File: src/rtl/xbus_pkg.sv
package xbus_pkg;
  typedef enum logic [2:0] {
    PH_IDLE = 3'd0,
    PH_ADDR = 3'd1,
    PH_HOLD = 3'd2,
    PH_DATA = 3'd3,
    PH_REL  = 3'd4
  } phase_t;

  localparam logic [1:0] WM_BYTE = 2'b00;
  localparam logic [1:0] WM_WORD = 2'b01;
endpackage

File: src/rtl/xbus_seq.sv
module xbus_seq
  import xbus_pkg::*;
#(
  parameter int PTR_W  = 21,
  parameter int BYTE_W = 8
) (
  input  logic              clk,
  input  logic              rst_n,
  input  logic              active,
  input  logic [1:0]        wmode,
  input  logic              req_valid,
  output logic              req_ready,
  input  logic              req_write,
  input  logic [PTR_W-1:0]  req_ptr,
  input  logic [BYTE_W-1:0] req_data,
  output phase_t            phase,
  output logic              cyc_bus,
  output logic              lat_write,
  output logic [PTR_W-1:0]  lat_ptr,
  output logic [BYTE_W-1:0] lat_data,
  output logic [BYTE_W-1:0] even_byte,
  output logic              done
);
  logic accept;
  logic pair_lo;

  assign req_ready = active && (phase == PH_IDLE);
  assign accept    = req_valid && req_ready;
  assign pair_lo   = req_write && (wmode == WM_WORD) && !req_ptr[0];
  assign done      = (phase == PH_REL);

  always_ff @(posedge clk or negedge rst_n) begin
    if (!rst_n) begin
      phase     <= PH_IDLE;
      cyc_bus   <= 1'b0;
      lat_write <= 1'b0;
      lat_ptr   <= '0;
      lat_data  <= '0;
      even_byte <= '0;
    end else begin
      unique case (phase)
        PH_IDLE: if (accept) begin
          lat_write <= req_write;
          lat_ptr   <= req_ptr;
          lat_data  <= req_data;
          if (pair_lo) begin
            even_byte <= req_data;
            cyc_bus   <= 1'b0;
            phase     <= PH_REL;
          end else begin
            cyc_bus <= 1'b1;
            phase   <= PH_ADDR;
          end
        end
        PH_ADDR: phase <= PH_HOLD;
        PH_HOLD: phase <= PH_DATA;
        PH_DATA: phase <= PH_REL;
        PH_REL: begin
          phase   <= PH_IDLE;
          cyc_bus <= 1'b0;
        end
        default: phase <= PH_IDLE;
      endcase
    end
  end


  busy_ready_chk: assert property (@(posedge clk) disable iff (!rst_n)
    accept |=> !req_ready);


  even_skip_chk: assert property (@(posedge clk) disable iff (!rst_n)
    (accept && pair_lo) |=> (done && !cyc_bus));
endmodule

File: src/rtl/xbus_wdec.sv
module xbus_wdec
  import xbus_pkg::*;
#(
  parameter int PTR_W  = 21,
  parameter int BYTE_W = 8
) (
  input  phase_t                    phase,
  input  logic                      cyc_bus,
  input  logic                      lat_write,
  input  logic [PTR_W-1:0]          lat_ptr,
  input  logic [BYTE_W-1:0]         lat_data,
  input  logic [BYTE_W-1:0]         even_byte,
  input  logic [1:0]                wmode,
  output logic                      bus,
  output logic                      ale,
  output logic                      oe_n,
  output logic                      wrh_n,
  output logic                      wrl_n,
  output logic                      ub_n,
  output logic                      lb_n,
  output logic                      ba0,
  output logic [2*BYTE_W-1:0]       ad_out,
  output logic                      ad_drive,
  output logic [PTR_W-2*BYTE_W-2:0] ahi_out
);
  localparam int AD_W = 2 * BYTE_W;

  logic              sel_mode;
  logic              word_mode;
  logic              odd;
  logic [AD_W-1:0]   wdata;

  assign sel_mode  = wmode[1];
  assign word_mode = (wmode == WM_WORD);
  assign odd       = lat_ptr[0];
  assign bus       = cyc_bus && (phase != PH_IDLE);
  assign wdata     = word_mode ? {lat_data, even_byte} : {lat_data, lat_data};
  assign ahi_out   = lat_ptr[PTR_W-1:AD_W+1];

  always_comb begin
    ale      = 1'b0;
    oe_n     = 1'b1;
    wrh_n    = 1'b1;
    wrl_n    = 1'b1;
    ad_drive = 1'b0;
    ad_out   = lat_ptr[AD_W:1];
    ub_n     = !(bus && sel_mode && (!lat_write || odd));
    lb_n     = !(bus && sel_mode && (!lat_write || !odd));
    ba0      = bus && sel_mode && lat_write && odd;
    if (bus) begin
      unique case (phase)
        PH_ADDR: begin
          ale      = 1'b1;
          ad_drive = 1'b1;
        end
        PH_HOLD: ad_drive = 1'b1;
        PH_DATA: begin
          if (lat_write) begin
            ad_drive = 1'b1;
            ad_out   = wdata;
            if (sel_mode) begin
              wrl_n = 1'b0;
            end else if (word_mode) begin
              wrh_n = 1'b0;
              wrl_n = 1'b0;
            end else begin
              wrh_n = !odd;
              wrl_n = odd;
            end
          end else begin
            oe_n = 1'b0;
          end
        end
        PH_REL: begin
          ad_drive = lat_write;
          if (lat_write) ad_out = wdata;
        end
        default: ;
      endcase
    end
  end
endmodule

File: src/rtl/xbus_pins.sv
module xbus_pins #(
  parameter int AD_W = 16,
  parameter int HI_W = 4
) (
  input  logic            ext_mode,
  input  logic            int_exec,
  input  logic            sleep,
  input  logic            wide,
  input  logic            bus,
  input  logic            r_ale,
  input  logic            r_oe_n,
  input  logic            r_wrh_n,
  input  logic            r_wrl_n,
  input  logic            r_ub_n,
  input  logic            r_lb_n,
  input  logic            r_ba0,
  input  logic [AD_W-1:0] r_ad_out,
  input  logic            r_ad_drive,
  input  logic [HI_W-1:0] r_ahi_out,
  output logic            active,
  output logic            ale,
  output logic            ce_n,
  output logic            oe_n,
  output logic            wrh_n,
  output logic            wrl_n,
  output logic            ub_n,
  output logic            lb_n,
  output logic            ba0,
  output logic [AD_W-1:0] ad_out,
  output logic            ad_oe,
  output logic [HI_W-1:0] ahi_out,
  output logic            ahi_oe,
  output logic            ad_own,
  output logic            ahi_own
);
  logic live;

  assign active  = ext_mode && !int_exec && !sleep;
  assign live    = active && bus;
  assign ad_own  = ext_mode;
  assign ahi_own = ext_mode && wide;

  assign ale     = live && r_ale;
  assign ce_n    = !live;
  assign oe_n    = !live || r_oe_n;
  assign wrh_n   = !live || r_wrh_n;
  assign wrl_n   = !live || r_wrl_n;
  assign ub_n    = !live || r_ub_n;
  assign lb_n    = !live || r_lb_n;
  assign ba0     = live && r_ba0;
  assign ad_oe   = live && r_ad_drive;
  assign ad_out  = active ? r_ad_out : '0;
  assign ahi_oe  = live && wide;
  assign ahi_out = (active && wide) ? r_ahi_out : '0;
endmodule

File: src/rtl/xbus_ctrl.sv
module xbus_ctrl
  import xbus_pkg::*;
#(
  parameter int PTR_W  = 21,
  parameter int BYTE_W = 8
) (
  input  logic              clk,
  input  logic              rst_n,
  input  logic              ext_mode,
  input  logic              int_exec,
  input  logic              sleep,
  input  logic              wide,
  input  logic [1:0]        wmode,
  input  logic              req_valid,
  output logic              req_ready,
  input  logic              req_write,
  input  logic [PTR_W-1:0]  req_ptr,
  input  logic [BYTE_W-1:0] req_data,
  input  logic [2*BYTE_W-1:0] ad_in,
  output logic              done,
  output logic [2*BYTE_W-1:0] rd_word,
  output logic              ale,
  output logic              ce_n,
  output logic              oe_n,
  output logic              wrh_n,
  output logic              wrl_n,
  output logic              ub_n,
  output logic              lb_n,
  output logic              ba0,
  output logic [2*BYTE_W-1:0] ad_out,
  output logic              ad_oe,
  output logic [PTR_W-2*BYTE_W-2:0] ahi_out,
  output logic              ahi_oe,
  output logic              ad_own,
  output logic              ahi_own
);
  localparam int AD_W = 2 * BYTE_W;
  localparam int HI_W = PTR_W - AD_W - 1;

  phase_t            phase;
  logic              active, cyc_bus, lat_write, bus;
  logic [PTR_W-1:0]  lat_ptr;
  logic [BYTE_W-1:0] lat_data, even_byte;
  logic              r_ale, r_oe_n, r_wrh_n, r_wrl_n, r_ub_n, r_lb_n, r_ba0, r_drive;
  logic [AD_W-1:0]   r_ad_out;
  logic [HI_W-1:0]   r_ahi_out;

  xbus_seq #(.PTR_W(PTR_W), .BYTE_W(BYTE_W)) u_seq (
    .clk(clk), .rst_n(rst_n), .active(active), .wmode(wmode),
    .req_valid(req_valid), .req_ready(req_ready), .req_write(req_write),
    .req_ptr(req_ptr), .req_data(req_data), .phase(phase), .cyc_bus(cyc_bus),
    .lat_write(lat_write), .lat_ptr(lat_ptr), .lat_data(lat_data),
    .even_byte(even_byte), .done(done)
  );

  xbus_wdec #(.PTR_W(PTR_W), .BYTE_W(BYTE_W)) u_wdec (
    .phase(phase), .cyc_bus(cyc_bus), .lat_write(lat_write), .lat_ptr(lat_ptr),
    .lat_data(lat_data), .even_byte(even_byte), .wmode(wmode), .bus(bus),
    .ale(r_ale), .oe_n(r_oe_n), .wrh_n(r_wrh_n), .wrl_n(r_wrl_n),
    .ub_n(r_ub_n), .lb_n(r_lb_n), .ba0(r_ba0), .ad_out(r_ad_out),
    .ad_drive(r_drive), .ahi_out(r_ahi_out)
  );

  xbus_pins #(.AD_W(AD_W), .HI_W(HI_W)) u_pins (
    .ext_mode(ext_mode), .int_exec(int_exec), .sleep(sleep), .wide(wide),
    .bus(bus), .r_ale(r_ale), .r_oe_n(r_oe_n), .r_wrh_n(r_wrh_n),
    .r_wrl_n(r_wrl_n), .r_ub_n(r_ub_n), .r_lb_n(r_lb_n), .r_ba0(r_ba0),
    .r_ad_out(r_ad_out), .r_ad_drive(r_drive), .r_ahi_out(r_ahi_out),
    .active(active), .ale(ale), .ce_n(ce_n), .oe_n(oe_n), .wrh_n(wrh_n),
    .wrl_n(wrl_n), .ub_n(ub_n), .lb_n(lb_n), .ba0(ba0), .ad_out(ad_out),
    .ad_oe(ad_oe), .ahi_out(ahi_out), .ahi_oe(ahi_oe), .ad_own(ad_own),
    .ahi_own(ahi_own)
  );

  always_ff @(posedge clk or negedge rst_n) begin
    if (!rst_n) rd_word <= '0;
    else if (phase == PH_DATA && cyc_bus && !lat_write) rd_word <= ad_in;
  end


  idle_pins_chk: assert property (@(posedge clk) disable iff (!rst_n)
    !active |-> (ce_n && !ale && !ad_oe && !ahi_oe && wrh_n && wrl_n && oe_n && !ba0));


  sleep_ce_chk: assert property (@(posedge clk) disable iff (!rst_n)
    sleep |-> (ce_n && !req_ready));


  ale_hold_chk: assert property (@(posedge clk) disable iff (!rst_n)
    (ale && active) |=> (!ale && (!active || ($stable(ad_out) && ad_oe))));


  ale_done_chk: assert property (@(posedge clk) disable iff (!rst_n)
    ale |=> ##2 done);


  pair_strobe_chk: assert property (@(posedge clk) disable iff (!rst_n)
    (!wrh_n && !wrl_n) |-> (wmode == WM_WORD));


  ba0_mode_chk: assert property (@(posedge clk) disable iff (!rst_n)
    ba0 |-> wmode[1]);


  read_write_excl_chk: assert property (@(posedge clk) disable iff (!rst_n)
    !oe_n |-> (wrh_n && wrl_n && !ad_oe));
endmodule

File: config.mk
export PLATFORM = sky130hd
export DESIGN_NAME = xbus_ctrl
export DESIGN_NICKNAME = d
export VERILOG_FILES = /design/src/rtl/xbus_pkg.sv /design/src/rtl/xbus_seq.sv /design/src/rtl/xbus_wdec.sv /design/src/rtl/xbus_pins.sv /design/src/rtl/xbus_ctrl.sv
export SDC_FILE = /design/constraint.sdc
export NUM_CORES = 1
export LEC_CHECK = 0
export ABC_CLOCK_PERIOD_IN_PS = 2200
export BUFFER_PORTS_ARGS = -buffer_cell sky130_fd_sc_hd__buf_4
export CAP_MARGIN = 5
export CORE_MARGIN = 10
export CORE_UTILIZATION = 47
export DETAILED_ROUTE_END_ITERATION = 10
export PLACE_DENSITY = 0.76
export SLEW_MARGIN = 15
export SYNTH_ARGS = -nofsm -noshare
export SYNTH_HDL_FRONTEND = slang
export SYNTH_SLANG_ARGS = --single-unit
File: constraint.sdc
create_clock -name clk -period 2.2 [get_ports clk]
set_input_delay 0.22 -clock clk [delete_from_list [all_inputs] [get_ports clk]]
set_output_delay 0.22 -clock clk [all_outputs]
set_load 0.005 [all_outputs]
**Word level (Yosys, flattened, before mapping)**

Index checks and enable logic that the tools add are counted.

- Output and inout bits: 50
- Input port bits: 55
- Flip-flop bits (word level): 58
- Word-level logic and storage cells: 86

- Eq/ne operators: 6
- Reductions and logical operators: 44
- Multiplexer cells: 29

Operators with widths:

| kind | number |
|---|---|
| 16-bit two-way mux | 4 |
| 1-bit logical AND | 21 |
| 1-bit two-way mux | 18 |
| 3-bit case mux with 4 select lines | 1 |
| 1-bit zero test | 8 |
| 8-bit two-way mux | 1 |
| 1-bit logical OR | 7 |
| 3-bit by 2-bit == test with 1-bit output (second input constant) | 2 |
| 3-bit two-way mux | 2 |
| 4-bit two-way mux | 1 |
| 2-bit AND reduction | 2 |
| 2-bit OR reduction | 2 |
| 3-bit by 1-bit == test with 1-bit output (second input constant) | 1 |
| 3-bit == test (second input constant) | 1 |
| 3-bit zero test | 1 |
| 1-bit case mux with 3 select lines | 1 |
| 3-bit AND reduction | 1 |
| 3-bit nonzero test | 1 |
| 2-bit by 1-bit == test with 1-bit output (second input constant) | 1 |
| 2-bit by 1-bit != test with 1-bit output (second input constant) | 1 |
| 1-bit case mux with 2 select lines | 1 |
| 2-bit nonzero test | 1 |

**Logic depth before layout (Yosys ltp)**

Gate-level depths: netlist (run 1).

- Depth in word-level cells: 7
- Mapped depth: 6
- Gate-level depth less buffers: 4

**By module**

Synthesis (run 1) repeated with hierarchy kept, for this count alone.

- Cells, all modules: 228
- Area total of the unflattened synthesis: 3218.1 um^2

Modules (own cells, without submodules):

| module | area each (um^2) | cells an instance | instances |
|---|---|---|---|
| xbus_seq | 1786.7 | 102 | 1 |
| xbus_ctrl | 656.9 | 35 | 1 |
| xbus_wdec | 535.5 | 55 | 1 |
| xbus_pins | 239.0 | 36 | 1 |

**Worst setup path before layout (run 1)**

OpenSTA, ideal clock, no wires.

- Path kind: register to output
- Start point: register u_seq.phase[1]
- End point: output port ad_out[0]
- Path buffers: 2
- Path slack: 0.459 ns
- Stages on the path, launching flop included: 7
- Arrival: 1.521 ns
- Cells stage by stage: dfrtp_1 -> buf_2 -> or3b_4 -> a21oi_4 -> buf_4 -> nor2_1 -> a211oi_2

- Cells in the longest elaborated chain, start to end: 5
- Elaborated cells on any way between the ends: 8
- Classes of those cells: eq/ne: 2; mux: 3; reduce/logical: 3

RTL lines:

| what | line | text |
|---|---|---|
| start, declared | xbus_seq.sv:16 | `output phase_t phase,` |
| start signal, assigned | xbus_seq.sv:34 | `phase <= PH_IDLE;` |
| start signal, assigned | xbus_seq.sv:49 | `phase <= PH_REL;` |
| start signal, assigned | xbus_seq.sv:52 | `phase <= PH_ADDR;` |
| 3-bit == test or 3-bit by 2-bit == test with 1-bit output (tied branches) | xbus_wdec.sv:51 | `unique case (phase)` |
| 2-bit OR reduction (no source line) | n/a |  |
| 16-bit two-way mux | n/a |  |
| 16-bit two-way mux (*) | xbus_wdec.sv:50 | `if (bus) begin` |
| 16-bit two-way mux (*) | xbus_pins.sv:52 | `assign ad_out = active ? r_ad_out : '0;` |
| end, declared | xbus_ctrl.sv:30 | `output logic [2*BYTE_W-1:0] ad_out,` |

Every way passes the cells marked *; elsewhere a longest branch is shown, timed or not.

**Final worst setup path (run 1)**

- Start point: register u_seq.phase[2]
- End point: output port ad_out[9]

Same word-level chain as after synthesis.

==> flow_summary.yaml, run 1 <==
run_status:
  outcome: "completed"
power_and_ir_drop:
  pwr-share-comb: 0.302
  finalPower_w: 0.00431
  p_int_w: 0.00310
  power.density_nw_per_um2: 1090
  seq_power_share: 0.417
  peakVddDrop_mv: 0.707
  leakage_nw: 1.92
  switching_share: 0.281
  switchingPower_w: 0.00121
  clkPwrFrac: 0.282
detailed_routing:
  drtAntennaViolNets: 0
  wl_met1_um: 3090
  post_drt_wl_per_cell_um: 18.1
  route.met2.wl_um: 3880
  route.detailed.drc: 0
  routed.top_layer: "met4"
  vias: 2135
  route.met3.wl_um: 318
  vias_per_cell: 5.17
  wirelength_um: 7470
  drtIter0Drc: 42
  firstDrtPassIters: 4
timing:
  finalSetupViolations: 0
  period_minus_slack_ns: 2.17
  slew_headroom: 0.509
  fmax_mhz: 460
  report.final.slew_viol_count: 0
  worst_pin_slew_ns: 0.736
  skew_ns: 0.00960
  post-route-period-util: 0.988
  hold_viol: 0
  rsz0062_at_grt: "true"
  fin_tns_setup_ns: 0
die:
  die_w_um: 96.7
  initial_core_util: 0.493
  fp.dieH_um: 96.7
  io-pin-count: 105
  core_um2: 5610
  dieArea_um2: 9350
  rows: 27
clocking:
  cts_root_buf: "clkbuf_8"
  cts_buffers: 9
  clk_pin_slew_ns: 0.07
  clock-sinks: 58
  h-tree-depth: 3
  cts_tree: "yes"
  clock_latency_ns: 0.34
  clk_path_buf_depth: 2
finish:
  multi_input_area_um2: 1230
  final_layout_size_suffix_gt1_frac: 0.578
  diodes: 0
  fillCellCount: 442
  regArea_um2: 1450
  final_util: 0.703
  final_nets: 391
  syn_to_final_growth_pct: 42.5
setup_path:
  endpoint_kind: "output pin"
  cp-start-kind: "register"
  r2r-start: "u_seq.phase[1]"
  arrival_ns: 1.95
  crit_fanout: 16
  path_class: "reg2out"
  critPathRequiredTime_ns: 1.98
  rrSetupSlack_ns: 0.44
  r2r_end: "u_seq.even_byte[6]"
  reg2reg_depth: 5
global_routing:
  grt_antenna_before_repair: 0
  track_usage: 0.159
  grt_pass1_wl_um: 12000
  grt_pass1_vias: 2261
  grt_start_max_net_pins: 59
  overflow: 0
logic_synthesis:
  synth_compound_area_frac: 0.0633
  yosysTopAreaCell: "dfrtp_1"
  synth_fa_ha_area_frac: 0
  synth-edff-count: 0
  syn_area_um2: 2770
  synthArstFlopShare: 1.00
  synthMuxAreaShare: 0.249
  synth_top_area_frac: 0.525
  synth.top_cells.by_count: "dfrtp_1 (58), mux2_2 (53), nand2_1 (15), nor2_1 (15), nand3_1 (10)"
  ys_ff_latch: 58
  yosysMostFrequentCell: "dfrtp_1"
  synth_fp_nets: 276
  synth.area.top_cells: "dfrtp_1 (52%), mux2_2 (22%), mux2i_1 (2.9%), a211oi_2 (2.7%), nand2_1 (2.0%)"
  synth_xor_area_frac: 0.00317
  avgSynthCellArea_um2: 12.5
  synth_top_family_by_area: "multiplexers"
  synth-warning-count: 0
  synth_seq_area_share: 0.525
  postSynthCellCount: 221
  ys.flop_type: "dfrtp_1"
  synth_simple_gate_area_frac: 0.130
  ys_types: 33
hold_path:
  hp-start: "req_ptr[3]"
  min_to: "u_seq.lat_ptr[3]"
  whs_path_depth: 2
  hp-class: "in2reg"
placement:
  numPortBuffers: 104
  gp_congestion: 0.832
  hpwl_um: 5400
flow_run:
  drv_cap: 0
==> cells by family (layout without fill, tap and decap cells) <==
family	Yosys count	count (layout)
and+or+nand+nor	63	63
muxes	62	62
DFF	58	58
AOI/OAI and AO/OA	21	21
buffers and inverters	16	136
xor gates and xnor gates	1	1
==> worst max-delay path by stage <==
stage | startpoint | to | slack [ns] | cells past startpoint
3_5_place_dp | int_exec | wrh_n | 0.31 | 6
5_1_grt | u_seq.phase[2] | ad_out[4] | -0.03 | 6
2_1_floorplan | u_seq.phase[1] | ad_out[0] | 0.46 | 6
4_1_cts | u_seq.phase[1] | ad_out[9] | 0.02 | 5
6_report | u_seq.phase[2] | ad_out[9] | 0.03 | 6
3_3_place_gp | int_exec | wrh_n | 0.34 | 6
==> stage by stage <==
step                area [µm²]  instances  hold WS (ns)  setup WS, ns
floorplan                 2770        221       -0.0756         0.459
global placement          3640        393         0.324         0.344
detailed placement        3640        393         0.333         0.312
CTS                       3940        412        0.0964        0.0171
global route              3940        413        0.0914       -0.0341
finish                    3940        413         0.103        0.0274
==> metal layers <==
metal | vias to the layer above | global-route usage
met5 | - | 0
met4 | 0 | 0.0846
met3 | 14 | 0.0468
met2 | 46 | 0.264
met1 | 1054 | 0.178
li1 | 1021 | -
==> flip-flops by register name, indices dropped and copies added (netlist names) <==
register         cells
u_seq.cyc_bus        1
u_seq.lat_ptr       21
u_seq.even_byte      8
u_seq.lat_data       8
u_seq.phase          3
u_seq.lat_write      1
rd_word             16
==> timing repair <==
| action | 4_1_cts | 5_1_grt |
|---|---|---|
| pin swaps | 1 | 1 |
| gates resized for setup | 1 | 4 |
| buffers inserted | 1 | 1 |
| cloned | 1 | 0 |
| hold buffers | 1 | 0 |
| setup endpoints to repair | 11 | 14 |
| endpoints found under the hold margin | 58 | 0 |
==> worst max-delay path, cell delays in order, from the launching register on <==
cell and delay (ns):
dfrtp_2 0.40, or3b_4 0.42, a21oi_4 0.20, buf_4 0.16, buf_16 0.15, o21ai_0 0.13
buf_4 0.16
==> layout by cell type, fill, tap and decap left out, drive strengths merged, types with 3 or more instances in the layout <==
cell	count
nand2	15
dfrtp	58
o21ai	8
or3	3
a211oi	8
and2	3
nand3	11
inv	3
clkbuf	12
bufinv	3
nor2	15
and3	6
buf	116
mux2	54
mux2i	8
==> power by group through the flow <==
stage / clock [W] / combinational (W) / sequential, W
final: 0.00121 / 0.00130 / 0.00180
after detailed placement: 0 / 0.00128 / 0.00181
after global routing: 0.00128 / 0.00142 / 0.00186
after CTS: 0.00123 / 0.00132 / 0.00179
after floorplan: 0 / 0.000765 / 0.00174
after global placement: 0 / 0.00125 / 0.00179
==> cell type report <==
cell class	instances	share of cell area
Sequential cell	58	0.368
Multi-Input combinational cell	147	0.312
Timing Repair Buffer	117	0.232
Clock buffer	12	0.0368
Clock inverter	4	0.0251
Tap cell	72	0.0228
Inverter	3	0.00286
(Power assumes the default switching activity.)
==> run 2, diff against run 1 <==
- PLACE_DENSITY: 0.76 -> unset
- PLACE_DENSITY_LB_ADDON: unset -> 0.3
- REMOVE_ABC_BUFFERS: unset -> 1
==> run 2 against run 1 <==
  * First-iteration DRC count rose to 2.8 times the previous value
  * Flip-flop and latch count did not move
  * Setup slack better by 0.017 ns
==> flow_summary.yaml, run 2 (synthesis results as in run 1) <==
run_status:
  outcome: "completed"
placement:
  hpwl_um: 5320
  numPortBuffers: 104
  place_area_um2: 3640
  gp_congestion: 0.804
power_and_ir_drop:
  switching_share: 0.298
  power.density_nw_per_um2: 1020
  clkPwrFrac: 0.226
  finalPower_w: 0.00404
  p_int_w: 0.00284
  leakage_nw: 1.92
  pwr-share-comb: 0.333
  switchingPower_w: 0.00121
  peakVddDrop_mv: 0.642
  seq_power_share: 0.442
finish:
  final_common_cell: "buf_4"
  regMostFlops: "u_seq.lat_ptr"
  stdcell_area_um2: 3960
  final_layout_size_suffix_gt1_frac: 0.593
  top_regs: "u_seq.lat_ptr: 21 flops, rd_word: 16 flops"
  final_util: 0.706
  largest_register_ffs: 21
  syn_to_final_growth_pct: 43.1
  mostFrequentLayoutCells: "buf_4 (114), dfrtp_1 (57), mux2_2 (53)"
  diodes: 0
  final_nets: 394
clocking:
  clk_pin_slew_ns: 0.07
  clock-sinks: 58
  cts_buffers: 9
  clk_path_buf_depth: 2
  clock_latency_ns: 0.33
  cts_tree: "yes"
  h-tree-depth: 3
  cts_root_buf: "clkbuf_8"
timing:
  period_minus_slack_ns: 2.16
  finalSetupViolations: 0
  worst_pin_slew_ns: 0.728
  fin_hold_ws_ns: 0.109
  hold_viol: 0
  slew_headroom: 0.515
  report.final.slew_viol_count: 0
  post-route-period-util: 0.980
  skew_ns: 0.00997
  fmax_mhz: 464
  fin_tns_setup_ns: 0
die:
  initial_core_util: 0.493
  dieArea_um2: 9350
  die_w_um: 96.7
  io-pin-count: 105
  rows: 27
  fp.dieH_um: 96.7
  core_um2: 5610
detailed_routing:
  route.met2.wl_um: 3990
  wirelength_um: 7570
  vias_per_cell: 5.10
  drtIter0Drc: 117
  route.met3.wl_um: 358
  vias: 2121
  route.detailed.drc: 0
  post_drt_wl_per_cell_um: 18.2
  drtAntennaViolNets: 0
  wl_met1_um: 3090
  firstDrtPassIters: 4
  routed.top_layer: "met4"
global_routing:
  overflow: 0
  grt_pass1_vias: 2204
  grt_antenna_before_repair: 0
  track_usage: 0.155
  grt_start_max_net_pins: 59
  grt_pass1_wl_um: 11800
setup_path:
  crit_chain: "or3b_4, a21oi_4, buf_6, clkbuf_16, o21ai_0, buf_4"
  crit_slowest_cell: "or3b_4"
  crit_path_max_incr_delay_ns: 0.42
  cp-start-kind: "register"
  endpoint_kind: "output pin"
  reg2reg_depth: 5
  path_class: "reg2out"
  arrival_ns: 1.94
  critPathRequiredTime_ns: 1.98
  crit_fanout: 8
hold_path:
  hp-class: "in2reg"
  whs_path_depth: 2
flow_run:
  drv_cap: 0
-- run 2: cell types whose count changed in the layout (fill, tap and decap cells not counted), sizes merged --
cell and change:
buf +1, bufinv -3, clkbuf +2, clkinv +1, clkinvlp +2
-- run 2: cell type report --
class | instances | area [µm²]
clock buffer | 12 | 165
clock inverter | 4 | 25.0
fill | 446 | 1650
inverter | 3 | 11.3
multi-input combinational | 147 | 1240
sequential | 58 | 1450
tap | 72 | 90.1
timing repair buffer | 120 | 975
-- run 2: metrics by stage --
stage / std cells / setup slack [ns]
2_1_floorplan: 208 / -0.364
4_1_cts: 412 / 0.0103
6_report: 416 / 0.0441
3_3_place_gp: 392 / 0.344
3_5_place_dp: 392 / 0.297
5_1_grt: 416 / -0.0180
-- run 2: path summary, 6_finish.rpt --
check                                  start  slack, ns                  to
max                           u_seq.phase[0]       0.04           ad_out[8]
min                                 ad_in[8]       0.11          rd_word[8]
max reg2reg                   u_seq.phase[1]       0.43  u_seq.even_byte[1]
min reg2reg                u_seq.lat_ptr[17]       0.50   u_seq.lat_ptr[17]
max in group asynchronous              rst_n       1.19      u_seq.phase[2]
min in group asynchronous              rst_n       0.50   u_seq.lat_data[0]
-- run 2: power by group through the flow --
| stage | sequential, W | combinational, W | clock, W |
|---|---|---|---|
| 2_1_floorplan | 0.00178 | 0.000701 | 0 |
| 3_3_place_gp | 0.00178 | 0.00125 | 0 |
| 5_1_grt | 0.00184 | 0.00148 | 0.000985 |
| 4_1_cts | 0.00179 | 0.00134 | 0.000933 |
| 3_5_place_dp | 0.00181 | 0.00128 | 0 |
| 6_report | 0.00179 | 0.00134 | 0.000912 |
-- run 2: critical path: cells and delay by family, from the launching register on --
family	cells	cell delay [ns]
AOI/OAI and AO/OA	2	0.36
DFF	1	0.38
buffers and inverters	3	0.45
and+or+nand+nor	1	0.42
-- run 2: repair_timing --
| item | in CTS | in global routing |
|---|---|---|
| gates cloned | 1 | 2 |
| gates resized for setup | 1 | 6 |
| hold endpoints to repair | 58 | 0 |
| pin swaps | 1 | 10 |
| setup endpoints to repair | 8 | 15 |
| buffers inserted | 2 | 2 |
| hold buffers | 1 | 0 |
-- run 2: layer usage --
metal	global-route usage	vias up
met5	0	-
met4	0.0688	0
met3	0.0412	10
met2	0.265	58
met1	0.177	1032
li1	-	1021
==> run 3, diff against run 2 <==
- CORE_UTILIZATION: 47 -> 49
- RECOVER_POWER: unset -> 50
- SKIP_CTS_REPAIR_TIMING: unset -> 1
==> run 3 against run 2 <==
  * Highest routed layer unchanged
  * Clock skew down 0.0025 ns
  * Die area down 3.2%
  * Fmax up 1.5%
  * Largest cell class unchanged
  * Critical path type unchanged
==> flow_summary.yaml, run 3 (synthesis results as in run 1) <==
global_routing:
  grt_start_max_net_pins: 59
  grt_antenna_before_repair: 0
  grt_pass1_vias: 2192
  track_usage: 0.149
  overflow: 0
  grt_pass1_wl_um: 10600
timing:
  hold_viol: 0
  worst_pin_slew_ns: 1.41
  fin_tns_setup_ns: 0
  slew_headroom: 0.0569
  period_minus_slack_ns: 2.12
  skew_ns: 0.00746
  finalSetupViolations: 0
  fmax_mhz: 471
  report.final.slew_viol_count: 0
  post-route-period-util: 0.965
die:
  dieArea_um2: 9050
  initial_core_util: 0.502
  io-pin-count: 105
  rows: 27
  fp.dieH_um: 95.1
  die_w_um: 95.1
  core_um2: 5510
setup_path:
  crit_path_max_incr_delay_ns: 0.42
  path_class: "reg2out"
  reg2reg_depth: 5
  crit_fanout: 15
  path_buf_inv: 2
  endpoint_kind: "output pin"
  crit_slowest_cell: "or3b_4"
  crit_chain: "or3b_4, a21oi_4, buf_8, nor2_1, a211oi_1, buf_4"
  path_depth: 6
  cp_top_family: "simple AND/OR/NAND/NOR gates"
  arrival_ns: 1.90
  critPathRequiredTime_ns: 1.98
  cp-start-kind: "register"
hold_path:
  hp-class: "in2reg"
  whs_path_depth: 2
detailed_routing:
  drtIter0Drc: 67
  route.detailed.drc: 0
  post_drt_wl_per_cell_um: 16.6
  vias_per_cell: 5.12
  vias: 2126
  firstDrtPassIters: 5
  wirelength_um: 6900
  drtAntennaViolNets: 0
finish:
  top_regs: "u_seq.lat_ptr: 21 flops, rd_word: 16 flops"
  stdcell_area_um2: 3870
  final_nets: 393
  syn_to_final_growth_pct: 40.1
  final_common_cell: "buf_4"
  largest_register_ffs: 21
  multi_input_area_um2: 1240
  final_util: 0.704
  final_layout_size_suffix_gt1_frac: 0.566
  fillCellCount: 434
  regMostFlops: "u_seq.lat_ptr"
  mostFrequentLayoutCells: "buf_4 (96), dfrtp_1 (57), mux2_2 (53)"
  regArea_um2: 1450
  diodes: 0
  final_cell_count_no_fill: 415
flow_run:
  drv_cap: 0
power_and_ir_drop:
  peakVddDrop_mv: 0.657
  finalPower_w: 0.00400
  leakage_nw: 1.88
  power.density_nw_per_um2: 1030
placement:
  placed_cells: 394
  numPortBuffers: 104
  gp_congestion: 0.797
  place_area_um2: 3650
  hpwl_um: 5170
clocking:
  cts_tree: "yes"
  cts_buffers: 9
  clk_pin_slew_ns: 0.06
  clock_latency_ns: 0.32
  h-tree-depth: 3
  clk_path_buf_depth: 2
  cts_root_buf: "clkbuf_8"
  clock-sinks: 58
run_status:
  outcome: "completed"
run 3: worst paths after layout:
path	startpoint	to	slack, ns
max	u_seq.phase[2]	ad_out[6]	0.08
min	ad_in[8]	rd_word[8]	0.12
max reg2reg	u_seq.phase[1]	u_seq.even_byte[4]	0.41
min reg2reg	u_seq.phase[2]	u_seq.phase[1]	0.48
max in group asynchronous	rst_n	u_seq.phase[2]	1.04
min in group asynchronous	rst_n	rd_word[1]	0.23
run 3: where the power goes:
part	switching, W	leakage [nW]	internal (W)
sequential	0.000255	0.730	0.00152
clock	0.000387	0.101	0.000585
combinational	0.000501	1.04	0.000756
total	0.00114	1.88	0.00286
run 3: final cells by class:
cell class	count	share of cell area
Timing Repair Buffer	119	0.228
Clock buffer	14	0.0420
Inverter	3	0.00291
Multi-Input combinational cell	147	0.320
Clock inverter	2	0.00904
Tap cell	72	0.0232
Sequential cell	58	0.375
run 3: worst reg2reg max path: stages, from the launching register on:
cell and delay [ns]:
dfrtp_1 0.38, buf_4 0.17, nor3_2 0.29, and2_1 0.21, nand3_2 0.26, mux2_2 0.37
run 3: stage by stage:
| stage | hold slack (ns) | setup WS (ns) |
|---|---|---|
| floorplan | -0.0756 | -0.364 |
| global placement | 0.327 | 0.303 |
| detailed placement | 0.326 | 0.250 |
| CTS | -0.0227 | -0.101 |
| global route | 0.114 | -0.00934 |
| finish | 0.121 | 0.0763 |
run 3: metal layers:
layer | GRT usage | share of wire | routed length [µm] | up-vias
met5 | 0 | 0 | 0 | -
met4 | 0.0723 | 0.013 | 93 | 0
met3 | 0.0503 | 0.080 | 552 | 7
met2 | 0.263 | 0.53 | 3650 | 70
met1 | 0.157 | 0.38 | 2600 | 1036
li1 | - | - | - | 1013
